`src/rtl/pfe_pkg.sv`:
```
package pfe_pkg;
  typedef enum logic [1:0] {
    MODE_RUN   = 2'b00,
    MODE_TREE  = 2'b01,
    MODE_PARAM = 2'b10,
    MODE_TEST  = 2'b11
  } mode_e;
endpackage

```
`src/rtl/pfe_tree_wr.sv`:
```
module pfe_tree_wr #(
  parameter int DW  = 12,
  parameter int TAW = 14
) (
  input  logic           clk_i,
  input  logic           rst_ni,
  input  logic           clr_i,
  input  logic           beat_i,
  input  logic [DW-1:0]  data_i,
  output logic           we_o,
  output logic [TAW-1:0] addr_o,
  output logic [DW-1:0]  wdata_o
);
  logic           phase_q, phase_eff;
  logic [TAW-1:0] addr_q, addr_eff;
  logic [DW-1:0]  lat_q;

  assign phase_eff = clr_i ? 1'b0 : phase_q;
  assign addr_eff  = clr_i ? '0 : addr_q;

  always_ff @(posedge clk_i or negedge rst_ni) begin
    if (!rst_ni) begin
      phase_q <= 1'b0;
      addr_q  <= '0;
      lat_q   <= '0;
      we_o    <= 1'b0;
      addr_o  <= '0;
      wdata_o <= '0;
    end else begin
      we_o <= 1'b0;
      if (beat_i) begin
        if (!phase_eff) begin
          lat_q   <= data_i;
          phase_q <= 1'b1;
          addr_q  <= addr_eff;
        end else begin
          we_o    <= 1'b1;
          addr_o  <= addr_eff;
          wdata_o <= lat_q;
          addr_q  <= addr_eff + TAW'(1);
          phase_q <= 1'b0;
        end
      end else if (clr_i) begin
        phase_q <= 1'b0;
        addr_q  <= '0;
      end
    end
  end

  AST_TREE_WE_SINGLE: assert property (@(posedge clk_i) disable iff (!rst_ni)
    we_o |=> !we_o);
  AST_TREE_ADDR_NEXT: assert property (@(posedge clk_i) disable iff (!rst_ni)
    (we_o && !clr_i) |-> (addr_q == addr_o + TAW'(1)));
endmodule

```
`src/rtl/pfe_par_wr.sv`:
```
module pfe_par_wr #(
  parameter int DW     = 12,
  parameter int PAW    = 12,
  parameter int NFIELD = 5
) (
  input  logic                 clk_i,
  input  logic                 rst_ni,
  input  logic                 clr_i,
  input  logic                 beat_i,
  input  logic [DW-1:0]        data_i,
  output logic                 we_o,
  output logic [PAW-1:0]       addr_o,
  output logic [DW*NFIELD-1:0] wdata_o
);
  localparam int PW = DW * NFIELD;
  localparam int CW = $clog2(NFIELD + 1);

  logic [CW-1:0]  cnt_q, cnt_eff;
  logic [PAW-1:0] addr_q, addr_eff;
  logic [PW-1:0]  sh_q;

  assign cnt_eff  = clr_i ? '0 : cnt_q;
  assign addr_eff = clr_i ? '0 : addr_q;

  always_ff @(posedge clk_i or negedge rst_ni) begin
    if (!rst_ni) begin
      cnt_q   <= '0;
      addr_q  <= '0;
      sh_q    <= '0;
      we_o    <= 1'b0;
      addr_o  <= '0;
      wdata_o <= '0;
    end else begin
      we_o <= 1'b0;
      if (beat_i) begin
        addr_q <= addr_eff;
        if (cnt_eff == CW'(NFIELD)) begin
          we_o    <= 1'b1;
          addr_o  <= addr_eff;
          wdata_o <= sh_q;
          addr_q  <= addr_eff + PAW'(1);
          cnt_q   <= '0;
        end else begin
          // earlier fields move up; a full word replaces all bits
          sh_q  <= {sh_q[PW-DW-1:0], data_i};
          cnt_q <= cnt_eff + CW'(1);
        end
      end else if (clr_i) begin
        cnt_q  <= '0;
        addr_q <= '0;
      end
    end
  end

  AST_PAR_WE_SINGLE: assert property (@(posedge clk_i) disable iff (!rst_ni)
    we_o |=> !we_o);
  AST_PAR_CNT_RANGE: assert property (@(posedge clk_i) disable iff (!rst_ni)
    cnt_q <= CW'(NFIELD));
endmodule

```
`src/rtl/pfe_in_acq.sv`:
```
module pfe_in_acq #(
  parameter int DW  = 12,
  parameter int NIN = 4
) (
  input  logic                     clk_i,
  input  logic                     rst_ni,
  input  logic                     clr_i,
  input  logic                     beat_i,
  input  logic [DW-1:0]            data_i,
  input  logic [$clog2(NIN)-1:0]   n_in_i,
  output logic [DW*NIN-1:0]        x_o,
  output logic                     start_o
);
  localparam int SW = $clog2(NIN);

  logic [SW-1:0] slot_q, slot_eff;
  logic [DW-1:0] x_q [NIN];

  assign slot_eff = clr_i ? '0 : slot_q;

  always_ff @(posedge clk_i or negedge rst_ni) begin
    if (!rst_ni) begin
      slot_q  <= '0;
      start_o <= 1'b0;
    end else begin
      start_o <= 1'b0;
      if (beat_i) begin
        if (slot_eff == SW'(NIN - 1)) begin
          start_o <= 1'b1;
          slot_q  <= '0;
        end else begin
          slot_q <= slot_eff + SW'(1);
        end
      end else if (clr_i) begin
        slot_q <= '0;
      end
    end
  end

  for (genvar k = 0; k < NIN; k++) begin : g_slot
    always_ff @(posedge clk_i or negedge rst_ni) begin
      if (!rst_ni) begin
        x_q[k] <= '0;
      end else if (beat_i && slot_eff == SW'(k)) begin
        x_q[k] <= (SW'(k) <= n_in_i) ? data_i : '0;
      end
    end
    assign x_o[k*DW +: DW] = x_q[k];
  end

  AST_START_SINGLE: assert property (@(posedge clk_i) disable iff (!rst_ni)
    start_o |=> !start_o);
  AST_TOP_SLOT_ZERO: assert property (@(posedge clk_i) disable iff (!rst_ni)
    (start_o && $stable(n_in_i) && n_in_i != SW'(NIN - 1)) |-> (x_q[NIN-1] == '0));
endmodule

```
`src/rtl/prog_front_end.sv`:
```
module prog_front_end
  import pfe_pkg::*;
#(
  parameter int DW     = 12,
  parameter int TAW    = 14,
  parameter int PAW    = 12,
  parameter int NFIELD = 5,
  parameter int NIN    = 4
) (
  input  logic                     clk_i,
  input  logic                     rst_ni,
  input  logic [1:0]               mode_i,
  input  logic                     valid_i,
  input  logic [DW-1:0]            data_i,
  input  logic [$clog2(NIN)-1:0]   n_in_i,
  output logic                     tree_we_o,
  output logic [TAW-1:0]           tree_addr_o,
  output logic [DW-1:0]            tree_wdata_o,
  output logic                     par_we_o,
  output logic [PAW-1:0]           par_addr_o,
  output logic [DW*NFIELD-1:0]     par_wdata_o,
  output logic [DW*NIN-1:0]        x_o,
  output logic                     start_o,
  output logic                     test_en_o
);
  mode_e mode, mode_q;
  logic  chg;

  assign mode = mode_e'(mode_i);
  assign chg  = (mode != mode_q);
  assign test_en_o = (mode == MODE_TEST);

  always_ff @(posedge clk_i or negedge rst_ni) begin
    if (!rst_ni) mode_q <= MODE_RUN;
    else         mode_q <= mode;
  end

  pfe_tree_wr #(.DW(DW), .TAW(TAW)) u_tree (
    .clk_i, .rst_ni, .clr_i(chg),
    .beat_i(valid_i && mode == MODE_TREE), .data_i,
    .we_o(tree_we_o), .addr_o(tree_addr_o), .wdata_o(tree_wdata_o)
  );

  pfe_par_wr #(.DW(DW), .PAW(PAW), .NFIELD(NFIELD)) u_par (
    .clk_i, .rst_ni, .clr_i(chg),
    .beat_i(valid_i && mode == MODE_PARAM), .data_i,
    .we_o(par_we_o), .addr_o(par_addr_o), .wdata_o(par_wdata_o)
  );

  pfe_in_acq #(.DW(DW), .NIN(NIN)) u_acq (
    .clk_i, .rst_ni, .clr_i(chg),
    .beat_i(valid_i && mode == MODE_RUN), .data_i, .n_in_i,
    .x_o, .start_o
  );

  AST_TEST_NO_WRITE: assert property (@(posedge clk_i) disable iff (!rst_ni)
    (mode == MODE_TEST && $past(mode_i) == 2'b11) |-> !(tree_we_o || par_we_o || start_o));
  AST_ONE_STROBE: assert property (@(posedge clk_i) disable iff (!rst_ni)
    $onehot0({tree_we_o, par_we_o, start_o}));
endmodule

```
`config.mk`:
```
export PLATFORM = sky130hd
export DESIGN_NAME = prog_front_end
export DESIGN_NICKNAME = d
export VERILOG_FILES = /design/src/rtl/pfe_pkg.sv /design/src/rtl/pfe_tree_wr.sv /design/src/rtl/pfe_par_wr.sv /design/src/rtl/pfe_in_acq.sv /design/src/rtl/prog_front_end.sv
export SDC_FILE = /design/constraint.sdc
export NUM_CORES = 1
export LEC_CHECK = 0
export ABC_AREA = 1
export ABC_CLOCK_PERIOD_IN_PS = 2600
export BUFFER_PORTS_ARGS = -buffer_cell sky130_fd_sc_hd__clkbuf_2
export CAP_MARGIN = 10
export CORE_UTILIZATION = 25
export CTS_CLUSTER_DIAMETER = 50
export DETAILED_ROUTE_END_ITERATION = 6
export HOLD_SLACK_MARGIN = 0.02
export PLACE_DENSITY = 0.46
export SETUP_SLACK_MARGIN = 0.1
export SYNTH_ARGS = -nofsm -noshare
export SYNTH_HDL_FRONTEND = slang
export SYNTH_SLANG_ARGS = --single-unit
```
`constraint.sdc`:
```
create_clock -name clk_i -period 2.6 [get_ports clk_i]
set_clock_uncertainty 0.05 [all_clocks]
set_input_delay 0.52 -clock clk_i [delete_from_list [all_inputs] [get_ports clk_i]]
set_output_delay 0.52 -clock clk_i [all_outputs]
set_load 0.05 [all_outputs]
```
==> flow_results.org <==
** Status
- The run finished, with violations left.
- Violations in the final reports :: DRC

** GRT
- In the global route stage, overall resource usage came out at 13.8%.
- The number of antenna violations at the first check in global routing came to 0.
- The via count of the first global-routing pass is 7995.
- Pin count of the biggest net entering global routing :: 87
- Leftover overflow at the end of global routing :: 0
- First-pass GRT wire length :: 45600 um

** CTS
- Clock Latency Late Sink :: 0.54 ns
- The clock passes through at most 3 buffers.
- Library cell used as clock root buffer :: clkbuf_16
- Counting every sink on the clock net gives 255.
- Clock tree from TritonCTS :: built
- Counting the buffers created by CTS gives 37.
- Clock-pin slew was measured on the worst setup and hold paths at 0.05 ns.
- CTS H-tree depth :: 2

** Die
- From left edge to right edge, the die measures 207 um.
- Starting Density :: 25.5%
- Die Footprint :: 42700 um^2
- For this design the top-level I/O count stands at 169.
- After floorplanning, the core was divided into 74 placement rows.
- Y dimension of the die :: 207 um
- The region available for standard cell placement spans 41000 um^2.

** Timing
- Across all hold checks on the routed design, the worst slack comes to 0.134 ns.
- Count of endpoints failing hold in the final timing report :: 0
- Minimum period implied by the final worst setup slack :: 2.15 ns
- Timing would allow up to roughly 470 MHz.
- Number of setup violations in the final report :: 0
- Setup repair after global routing left no endpoint under its margin.
- The worst pin sits at a relative slew slack of 39.6%.
- Transition time at the pin with the least slew margin :: 0.905 ns
- The final critical path takes up ~83% of the cycle.
- The total count of max-transition violations in the final report was 0.
- Sum Neg Setup Slack :: 0 ns

** Synth
- The synthesized design devotes to its leading area cell type 61.0% of total area.
- Summing the areas of all xor and xnor instances in the mapped netlist gives 0.837% of the synthesized area.
- Multiplexer cells account for 1.51% of the synthesized area.
- After Yosys synthesis, and, or, nand and nor cells account for 21.2% of the synthesized area.
- Largest cells by area after synthesis :: dfrtp_1, nand2_1, o21ai_0
- After synthesis, the largest family of logic cells by area is simple AND/OR/NAND/NOR gates.
- The synthesized design contains 255 register bits.
- Synthesis produced 1103 cells.
- Mapped Area :: 10500 um^2
- Number of nets produced by synthesis :: 1130
- Cell type with the largest total area after synthesis :: dfrtp_1
- Warnings from Yosys :: 0
- Seq/Total Area, Yosys :: 61.0%
- Yosys cell types :: 36
- A synthesized cell averages 9.49 um^2.
- Area share of fa/ha/maj cells after synthesis :: 0.956%
- Complex-gate fraction of the synthesized area :: between 8 and 9%

** Critical path
- At the worst endpoint, the required time is 2.97 ns.
- Category of the worst setup path launch point :: flop
- The endpoint identified for the worst register-to-register timing path is u_tree.addr_q[8].
- Worst reg-to-reg setup slack :: 0.45 ns
- The worst register-to-register path has a depth of 11.
- Critical path peak fanout :: 15
- By startpoint and endpoint, the worst setup path is classified as reg -> reg.
- The worst register-to-register path begins at mode_q[1].
- Critical Path End Type :: flop
- STA puts the critical path data arrival time at 2.52 ns.

** Layout
- For this run, the number of standard cells in the final layout without fillers is 1843.
- Post-layout net count :: 1309
- Compared with the post-synthesis result, the final layout area differs by 26.3%.
- Of the cells placed in the final design, the portion with a size suffix greater than 1 is 24.8%.
- The library cell used most frequently in the layout, excluding fill and tap cells, is nand2_1.
- In the layout the commonest cells are nand2_1, dfrtp_1, clkbuf_2.
- The number of antenna diodes in the final layout is 0.

** Power
- Leakage power :: 7.00 nW
- Power density normalized to cell area :: 833 nW/um^2
- Max VDD drop :: 0.364 mV

** Drt
- Wires add up to 28400 um.
- In this run, the number of DRC markers left after iteration 0 of detailed routing was 408.
- Post-DRT Antenna Nets :: 0
- Dividing the detail-routed wire length by the instance count gives 15.4 um.
- In the routed design, unresolved DRC markers number 13.
- First-pass DRT Iterations :: 7
- Across all layers, the routed design uses 7885 vias.
- Using the TritonRoute via totals, the vias-per-cell ratio works out to 4.28.

** Placed design
- RD Place Congestion :: 0.796
- Detailed placement ended at an HPWL of 19300 um.
- The number of placed instances, taps included, is 1774.
- The count of buffers added on input and output ports is roughly 170.

** Min path
- Counting instances, the worst hold path has a depth of 1.
- The tightest min-delay check is of the in -> reg type.
- Hold Crit Start :: mode_i[1]
- WHS Endpoint :: mode_q[1]

** Run
- Max Cap Viol :: 0
## cell usage after synthesis (all sizes together)
master	number
nand3b	1
xnor2	3
clkbuf	28
or2	1
nand2	349
nand3	60
nor3	5
nor2	76
xor2	7
ha	8
o21bai	1
dfrtp	255
nand4	19
buf	26
mux2	14
o21a	12
o21ai	111
a21oi	40
inv	87
## state kept, by name (all words and copies together), names as in the netlist
register        count
u_par.addr_q       12
u_tree.wdata_o     12
u_par.we_o          1
u_acq.start_o       1
u_tree.we_o         1
u_tree.phase_q      1
u_par.sh_q         60
u_tree.lat_q       12
u_tree.addr_o      14
u_par.wdata_o      60
u_acq.slot_q        2
mode_q              2
u_par.cnt_q         3
u_acq.x_o          48
u_par.addr_o       12
u_tree.addr_q      14
## through the flow
| step | instance area, um^2 | total power, mW | setup WS (ns) | util (%) |
|---|---|---|---|---|
| final | 13200 | 11.0 | 0.451 | 32.2 |
| after global routing | 13200 | 11.5 | 0.232 | 32.2 |
| after CTS | 13200 | 11.2 | 0.377 | 32.2 |
| after detailed placement | 11900 | 6.02 | 0.0436 | 29.1 |
| after global placement | 11900 | 6.01 | 0.0902 | 29.1 |
| after floorplan | 10500 | 5.54 | 0.337 | - |
## layout make-up
| class | instances | area, um^2 |
|---|---|---|
| clock buffers | 49 | 1080 |
| inverters | 87 | 327 |
| repair buffers | 194 | 1120 |
| clock inverters | 19 | 181 |
| well taps | 532 | 666 |
| fillers | 4270 | 27800 |
| multi-input cells | 707 | 3460 |
| flip-flops and latches | 255 | 6380 |
## power by group
| group | leakage [nW] | switching (mW) | internal (mW) |
|---|---|---|---|
| registers | 3.39 | 0.231 | 4.35 |
| logic | 3.00 | 1.02 | 0.320 |
| clock network | 0.618 | 1.93 | 3.16 |
## critical path, cell delays in order, from the launching register on
cell and delay [ns]:
dfrtp_1 0.38, inv_1 0.08, nand2_1 0.05, nand2_1 0.21
nand2_4 0.19, nor2_1 0.19, ha_1 0.20, nand4_2 0.16
nor2_2 0.21, nand2_1 0.13, o21bai_1 0.14, nand2_1 0.06
## kinds of logic (layout without fill, tap and decap cells)
kind of cell,Yosys count,in the layout
buffers and inverters,141,349
flip-flops,255,255
AO/OA/AOI/OAI,164,164
XOR/XNOR,10,10
multiplexers,14,14
adder cells (fa/ha/maj),8,8
AND/OR/NAND/NOR,511,511
## worst max path at each step
stage                     slack [ns]          endpoint      start  cells after the start
after floorplan                 0.34     u_acq.x_o[40]  mode_i[1]                     15
after global placement          0.09     u_acq.x_o[25]  mode_i[1]                     12
after detailed placement        0.04     u_acq.x_o[30]  mode_i[1]                     12
after CTS                       0.38     u_acq.x_o[33]  mode_q[1]                     11
after global routing            0.23  u_tree.addr_q[8]  mode_q[1]                     11
final                           0.45  u_tree.addr_q[8]  mode_q[1]                     11
## per-layer routing
| metal | vias to the layer above | global-route usage, % | share of wire, % |
|---|---|---|---|
| met5 | - | 0 | 0 |
| met4 | 0 | 3.55 | 1.6 |
| met3 | 38 | 5.24 | 8.9 |
| met2 | 196 | 20.3 | 42 |
| met1 | 3767 | 19.0 | 47 |
| li1 | 3884 | - | - |
## timing repair
| action | CTS | global route |
|---|---|---|
| gates resized for setup | 0 | 1 |
| setup endpoints to repair | 0 | 5 |
| hold buffers | 1 | 0 |
| endpoints found under the hold margin | 56 | 0 |
| setup buffers | 0 | 0 |
Note: power is estimated with default switching activity, not from simulation.
